$ cat config.mk
export PLATFORM = sky130hd
export DESIGN_NAME = dram_cycle_sorter
export DESIGN_NICKNAME = d
export VERILOG_FILES = /design/src/rtl/dcs_pkg.sv /design/src/rtl/dcs_seq.sv /design/src/rtl/dcs_rowctr.sv /design/src/rtl/dcs_dqen.sv /design/src/rtl/dram_cycle_sorter.sv
export SDC_FILE = /design/constraint.sdc
export NUM_CORES = 1
export LEC_CHECK = 0
export ABC_CLOCK_PERIOD_IN_PS = 4500
export BUFFER_PORTS_ARGS = -buffer_cell sky130_fd_sc_hd__buf_4
export CAP_MARGIN = 20
export CORE_ASPECT_RATIO = 0.5
export CORE_MARGIN = 5
export CORE_UTILIZATION = 37
export CTS_CLUSTER_SIZE = 10
export DETAILED_ROUTE_END_ITERATION = 10
export PLACE_DENSITY_LB_ADDON = 0.2
export SKIP_LAST_GASP = 1
export SLEW_MARGIN = 20
export SYNTH_ARGS = -nofsm -noshare
export SYNTH_HDL_FRONTEND = slang
export SYNTH_HIERARCHICAL = 1
export SYNTH_SLANG_ARGS = --single-unit
$ cat constraint.sdc
create_clock -name clk -period 4.5 [get_ports clk]
set_input_delay 0.675 -clock clk [delete_from_list [all_inputs] [get_ports clk]]
set_output_delay 0.675 -clock clk [all_outputs]
set_load 0.01 [all_outputs]
$ cat src/rtl/dcs_pkg.sv
package dcs_pkg;

    typedef enum logic [2:0] {
        CY_NONE    = 3'd0,
        CY_READ    = 3'd1,
        CY_EWRITE  = 3'd2,
        CY_RDWR    = 3'd3,
        CY_RASONLY = 3'd4,
        CY_CBR     = 3'd5,
        CY_HIDDEN  = 3'd6,
        CY_ERR     = 3'd7
    } cyc_code_e;

    typedef enum logic [2:0] {
        PH_IDLE,
        PH_WAIT,
        PH_RD,
        PH_WR,
        PH_RW,
        PH_CBR,
        PH_HID,
        PH_BAD
    } phase_e;

    typedef struct packed {
        logic      valid;
        cyc_code_e code;
    } report_t;

    function automatic cyc_code_e phase_to_code(input phase_e p);
        case (p)
            PH_WAIT: return CY_RASONLY;
            PH_RD:   return CY_READ;
            PH_WR:   return CY_EWRITE;
            PH_RW:   return CY_RDWR;
            PH_CBR:  return CY_CBR;
            PH_HID:  return CY_HIDDEN;
            PH_BAD:  return CY_ERR;
            default: return CY_NONE;
        endcase
    endfunction

    function automatic logic uses_counter(input cyc_code_e c);
        return (c == CY_CBR) || (c == CY_HIDDEN);
    endfunction

endpackage

$ cat src/rtl/dcs_seq.sv
module dcs_seq
    import dcs_pkg::*;
#(
    parameter int CAS_N    = 4,
    parameter int ROW_BITS = 12
) (
    input  logic                clk,
    input  logic                rst,
    input  logic                ras_n,
    input  logic [CAS_N-1:0]    cas_n,
    input  logic                we_n,
    input  logic [ROW_BITS-1:0] addr,
    output logic                commit,
    output cyc_code_e           commit_code,
    output logic [ROW_BITS-1:0] row_q,
    output logic                rd_set,
    output report_t             rep,
    output logic                proto_err
);

    logic             ras_prev;
    logic [CAS_N-1:0] cas_prev;
    phase_e           ph_q, ph_d;
    logic             hold_q;
    logic             any_low, ras_fall, ras_rise, cas_fall;

    assign any_low  = ~&cas_n;
    assign ras_fall = ras_prev & ~ras_n;
    assign ras_rise = ~ras_prev & ras_n;
    assign cas_fall = |(cas_prev & ~cas_n);

    always_comb begin
        ph_d = ph_q;
        if (ras_fall) begin
            if (any_low) ph_d = hold_q ? PH_HID : PH_CBR;
            else         ph_d = PH_WAIT;
        end else if (ras_rise) begin
            ph_d = PH_IDLE;
        end else begin
            case (ph_q)
                PH_WAIT: if (any_low) ph_d = we_n ? PH_RD : PH_WR;
                PH_RD:   if (any_low && !we_n) ph_d = PH_RW;
                PH_CBR,
                PH_HID:  if (cas_fall) ph_d = PH_BAD;
                default: ph_d = ph_q;
            endcase
        end
    end

    assign commit      = ras_rise;
    assign commit_code = phase_to_code(ph_q);
    assign rd_set      = (ph_d == PH_RD) && any_low;

    always_ff @(posedge clk) begin
        if (rst) begin
            ras_prev  <= 1'b1;
            cas_prev  <= '1;
            ph_q      <= PH_IDLE;
            hold_q    <= 1'b0;
            row_q     <= '0;
            rep       <= '{valid: 1'b0, code: CY_NONE};
            proto_err <= 1'b0;
        end else begin
            ras_prev  <= ras_n;
            cas_prev  <= cas_n;
            ph_q      <= ph_d;
            if (ras_fall) row_q <= addr;
            if (!any_low)
                hold_q <= 1'b0;
            else if (ras_rise && (ph_q == PH_RD || ph_q == PH_WR ||
                                  ph_q == PH_RW || ph_q == PH_HID))
                hold_q <= 1'b1;
            rep.valid <= ras_rise;
            rep.code  <= ras_rise ? commit_code : CY_NONE;
            proto_err <= ras_rise && (ph_q == PH_BAD);
        end
    end

endmodule

$ cat src/rtl/dcs_rowctr.sv
module dcs_rowctr
    import dcs_pkg::*;
#(
    parameter int ROW_BITS = 12
) (
    input  logic                clk,
    input  logic                rst,
    input  logic                commit,
    input  cyc_code_e           commit_code,
    input  logic [ROW_BITS-1:0] row_q,
    output logic                rfr_valid,
    output logic [ROW_BITS-1:0] rfr_row,
    output logic [ROW_BITS-1:0] ctr
);

    logic from_ctr;
    assign from_ctr = uses_counter(commit_code);

    always_ff @(posedge clk) begin
        if (rst) begin
            rfr_valid <= 1'b0;
            rfr_row   <= '0;
            ctr       <= '0;
        end else begin
            rfr_valid <= commit && (commit_code != CY_ERR) && (commit_code != CY_NONE);
            if (commit) rfr_row <= from_ctr ? ctr : row_q;
            if (commit && from_ctr) ctr <= ctr + 1'b1;
        end
    end

endmodule

$ cat src/rtl/dcs_dqen.sv
module dcs_dqen #(
    parameter int CAS_N = 4
) (
    input  logic             clk,
    input  logic             rst,
    input  logic             ras_n,
    input  logic [CAS_N-1:0] cas_n,
    input  logic             we_n,
    input  logic             oe_n,
    input  logic             rd_set,
    output logic             dq_oe
);

    logic all_up;
    assign all_up = ras_n && (&cas_n);

    always_ff @(posedge clk) begin
        if (rst)               dq_oe <= 1'b0;
        else if (oe_n)         dq_oe <= 1'b0;
        else if (all_up)       dq_oe <= 1'b0;
        else if (!we_n)        dq_oe <= 1'b0;
        else if (rd_set)       dq_oe <= 1'b1;
    end

endmodule

$ cat src/rtl/dram_cycle_sorter.sv
module dram_cycle_sorter
    import dcs_pkg::*;
#(
    parameter int ROW_BITS = 12,
    parameter int CAS_N    = 4
) (
    input  logic                clk,
    input  logic                rst,
    input  logic                ras_n,
    input  logic [CAS_N-1:0]    cas_n,
    input  logic                we_n,
    input  logic                oe_n,
    input  logic [ROW_BITS-1:0] addr,
    output logic                cyc_valid,
    output logic [2:0]          cyc_code,
    output logic                proto_err,
    output logic                rfr_valid,
    output logic [ROW_BITS-1:0] rfr_row,
    output logic [ROW_BITS-1:0] rfr_ctr,
    output logic                dq_oe
);

    logic                commit;
    cyc_code_e           commit_code;
    logic [ROW_BITS-1:0] row_q;
    logic                rd_set;
    report_t             rep;

    dcs_seq #(.CAS_N(CAS_N), .ROW_BITS(ROW_BITS)) u_seq (
        .clk(clk), .rst(rst), .ras_n(ras_n), .cas_n(cas_n), .we_n(we_n),
        .addr(addr), .commit(commit), .commit_code(commit_code),
        .row_q(row_q), .rd_set(rd_set), .rep(rep), .proto_err(proto_err)
    );

    dcs_rowctr #(.ROW_BITS(ROW_BITS)) u_ctr (
        .clk(clk), .rst(rst), .commit(commit), .commit_code(commit_code),
        .row_q(row_q), .rfr_valid(rfr_valid), .rfr_row(rfr_row), .ctr(rfr_ctr)
    );

    dcs_dqen #(.CAS_N(CAS_N)) u_dq (
        .clk(clk), .rst(rst), .ras_n(ras_n), .cas_n(cas_n), .we_n(we_n),
        .oe_n(oe_n), .rd_set(rd_set), .dq_oe(dq_oe)
    );

    assign cyc_valid = rep.valid;
    assign cyc_code  = rep.code;

endmodule

==> impl_results.md <==
- Critical-path maximum fanout: 11
- Hold buffers post-CTS: 0
- Clock sinks: 52
- Hold Slack: 0.458 ns
- Endpoint class of the critical path: flop
- R2R Setup Slk: 1.97 ns
- Reg-to-reg endpoint: u_ctr/ctr[11]$_SDFFE_PP0P_
- Drt initial violations: 111
- GPL Wtd Cong: ~0.85
- Max Freq: 0.395 GHz
- Primary FF master, synth: dfxtp_1
- Mapped Area: 0.00227 mm²
- Asr flop ratio synth: 0%
- Clk slew on worst S/H paths: 0.06 ns
- Root Driver: clkbuf_16
- Synth-to-layout area growth: 25.0%
- CTS buffer count: 5
- Cts repair resizes: 0
- Starting density of the core: 37.9%
- First-pass GRT wire length: around 9.0 mm
- Netlist cell types: 44
- RSZ-0062 raised after global routing: false
- Clock Power Share: a little over two fifths
- Buffers on Ports: 51
- # rows: 20
- Sw Share: 22.6%
- Status: complete, no violations
- GR Util All Layers: between 10% and 20%
- Multi-input logic area: roughly 0.0011 mm²
- Synth area leader: dfxtp_1
- Clk buf depth: 2
- Sequential fraction of the synthesis area: 45.8%
- Final setup viols: 0
- Die Span X: 121 µm
- Mean Syn Cell Area: between 8 and 9 µm²
- Via density per instance: about 5.1
- Final Net Count: 339
- NetSw: 0.000228 W
- Layout cells sized above 1: 22.6%
- Hold Crit Start: u_seq/row_q[6]$_SDFFE_PP0P_
- Pin count of the biggest net entering global routing: 53
- Fin. max-slew vios: 0
- Yosys top cell area share: between 40% and 50%
- FF+latch area: between 0.001 and 0.0015 mm²
- Reg-to-Reg Start: u_seq/ph_q[1]$_SDFF_PP0_
- Critical path type: reg2reg
- Max-cap viol count: 0
- ANT cells: 0
- Worst reg-to-reg path cell count: 6
- Post-CTS Setup Inserts: 0
- Final hold violations: 0
- Routed WL: 5.26 mm
- Core ar.: 0.00601 mm²
- Htree depth: 2
- DR DRC count: 0
- Mapped Cells: roughly 280
- Leakage: around 1.1 nW
- Commonest cells in the netlist: 55 x nand2_1, 52 x dfxtp_1, 29 x nor2_1
- Gr ovfl total: 0
- Power per cell area: 355 mW/mm²
- Hold Crit Class: reg2reg
- Vias post-DR: between 2000 and 2500
- CP required: 4.67 ns
- Sink of the worst hold path: u_seq/row_q[6]$_SDFFE_PP0P_
- Initial antenna violation count: 0
- Hold Path Depth: 2
- Worst rel slew slack: 40.1%
- Fillcell total: 613
- Tmin final: 2.53 ns
- Wirelength per Cell: 13.3 µm
- Period utilization: roughly 56%
- Top-level port count: 52
- Sequential fraction of design power: 48.4%
- Antenna Nets Post-Route: 0
- Most numerous cell in the Yosys netlist: nand2_1
- Synthesized Nets: 298
- Post-Route Skew: 0.00808 ns
- Flops & latches, synth: 52
- Yosys warning count: 6
- Number of synthesized flops with an enable pin: 0
- Synth area leaders: dfxtp_1 46%, nand2_1 9.1%, a311oi_1 5.0%, nor2_1 4.8%, a21oi_1 4.0%
- Vias in the first global route: between 1500 and 2000
- Setup_tns: 0 ns
- Die footprint: ~0.0079 mm²
- CTS tree: yes
- P_int: ~0.0008 W
- Worst-Skew Late Latency: just under 0.3 ns
- Worst-Margin Slew: 0.893 ns
- Peak VDD IR: 0.000139 V
- Data arrival, critical path: 2.70 ns
- Critical Path Start Type: flop
- HPWL after detailed placement: 3.78 mm
- Logic pwr share: 9.8%
- First-pass iteration count of the detailed router: 4
- Die Ht: about 65 µm
[sequential cells by signal, indices dropped and copies added (netlist names)]
register         flops
u_seq/proto_err      1
u_ctr/rfr_row       12
u_seq/ph_q           3
u_ctr/rfr_valid      1
u_seq/hold_q         1
u_seq/cas_prev       4
u_seq/ras_prev       1
u_seq/row_q         12
u_seq/rep            4
u_ctr/ctr           12
u_dq/dq_oe           1
[cell families (layout without fill, tap and decap cells)]
group / after synthesis / after routing / share of synthesized area (%)
simple gates: 142 / 142 / 30.2
flops: 52 / 52 / 45.8
compound gates: 45 / 45 / 13.5
buf+inv: 23 / 65 / 4.51
xor+xnor: 9 / 9 / 3.47
mux: 4 / 4 / 1.93
fa+ha+maj: 1 / 1 / 0.550
[placed cells by master, fill, tap and decap left out, drive strengths merged, types with 2 or more instances in the layout]
cell,count
dfxtp,52
nor2b,13
nand3,5
inv,5
nor2,29
or2,7
buf,52
a311oi,13
or4,2
nand4,4
nor3,10
a211oi,2
nor4,2
clkbuf,6
nand2b,3
mux2,3
and3,2
and4,3
a21oi,18
xnor2,9
nand2,55
o21ai,5
or3b,2
[worst max-delay path by stage]
stage / to / slack, ns / cells past startpoint / startpoint
after floorplan: u_ctr/ctr[11]$_SDFFE_PP0P_ / 2.20 / 6 / ras_n
after global routing: u_ctr/rfr_row[2]$_SDFFE_PP0P_ / 1.75 / 6 / u_seq/ph_q[1]$_SDFF_PP0_
after CTS: u_ctr/ctr[11]$_SDFFE_PP0P_ / 1.98 / 6 / u_seq/ph_q[1]$_SDFF_PP0_
after detailed placement: u_ctr/ctr[11]$_SDFFE_PP0P_ / 1.86 / 7 / ras_n
final: u_ctr/ctr[11]$_SDFFE_PP0P_ / 1.97 / 6 / u_seq/ph_q[1]$_SDFF_PP0_
after global placement: u_ctr/ctr[11]$_SDFFE_PP0P_ / 1.90 / 7 / ras_n
[worst max-delay path, stage by stage, from the launching register on]
cell and delay, ns:
dfxtp_1 0.50, nor2b_1 0.20, xnor2_1 0.20, xnor2_1 0.32
or2_1 0.35, or4_1 0.52, mux2_1 0.32
[metal layers]
layer	vias up	track usage, %	part of all wire [%]
met5	-	0	0
met4	0	4.10	0.48
met3	2	3.87	4.2
met2	37	22.8	46
met1	953	18.2	49
li1	1024	-	-
[power groups by stage]
stage,clock [W],sequential (W),combinational [W]
2_1_floorplan,0,0.000497,0.0000619
3_3_place_gp,0,0.000497,0.0000964
3_5_place_dp,0,0.000498,0.0000984
4_1_cts,0.000432,0.000487,0.0000987
5_1_grt,0.000453,0.000490,0.000111
6_report,0.000422,0.000488,0.0000985
[area by class of cell]
class / instances / share of cell area [%]
well taps: 77 / 3.39
flip-flops and latches: 52 / 36.6
multi-input cells: 201 / 39.8
clock inverters: 2 / 1.23
inverters: 5 / 0.660
repair buffers: 52 / 13.7
clock buffers: 6 / 4.53
[metrics by stage]
step                power (W)  area [µm²]  util [%]  setup WS (ns)  cells
finish                0.00101        2840      47.3           1.97    395
global route          0.00105        2840      47.3           1.75    395
CTS                   0.00102        2840      47.3           1.98    395
detailed placement   0.000596        2680      44.6           1.86    387
global placement     0.000594        2680      44.6           1.90    387
floorplan            0.000559        2270         -           2.20    276
(Power assumes the default switching activity.)
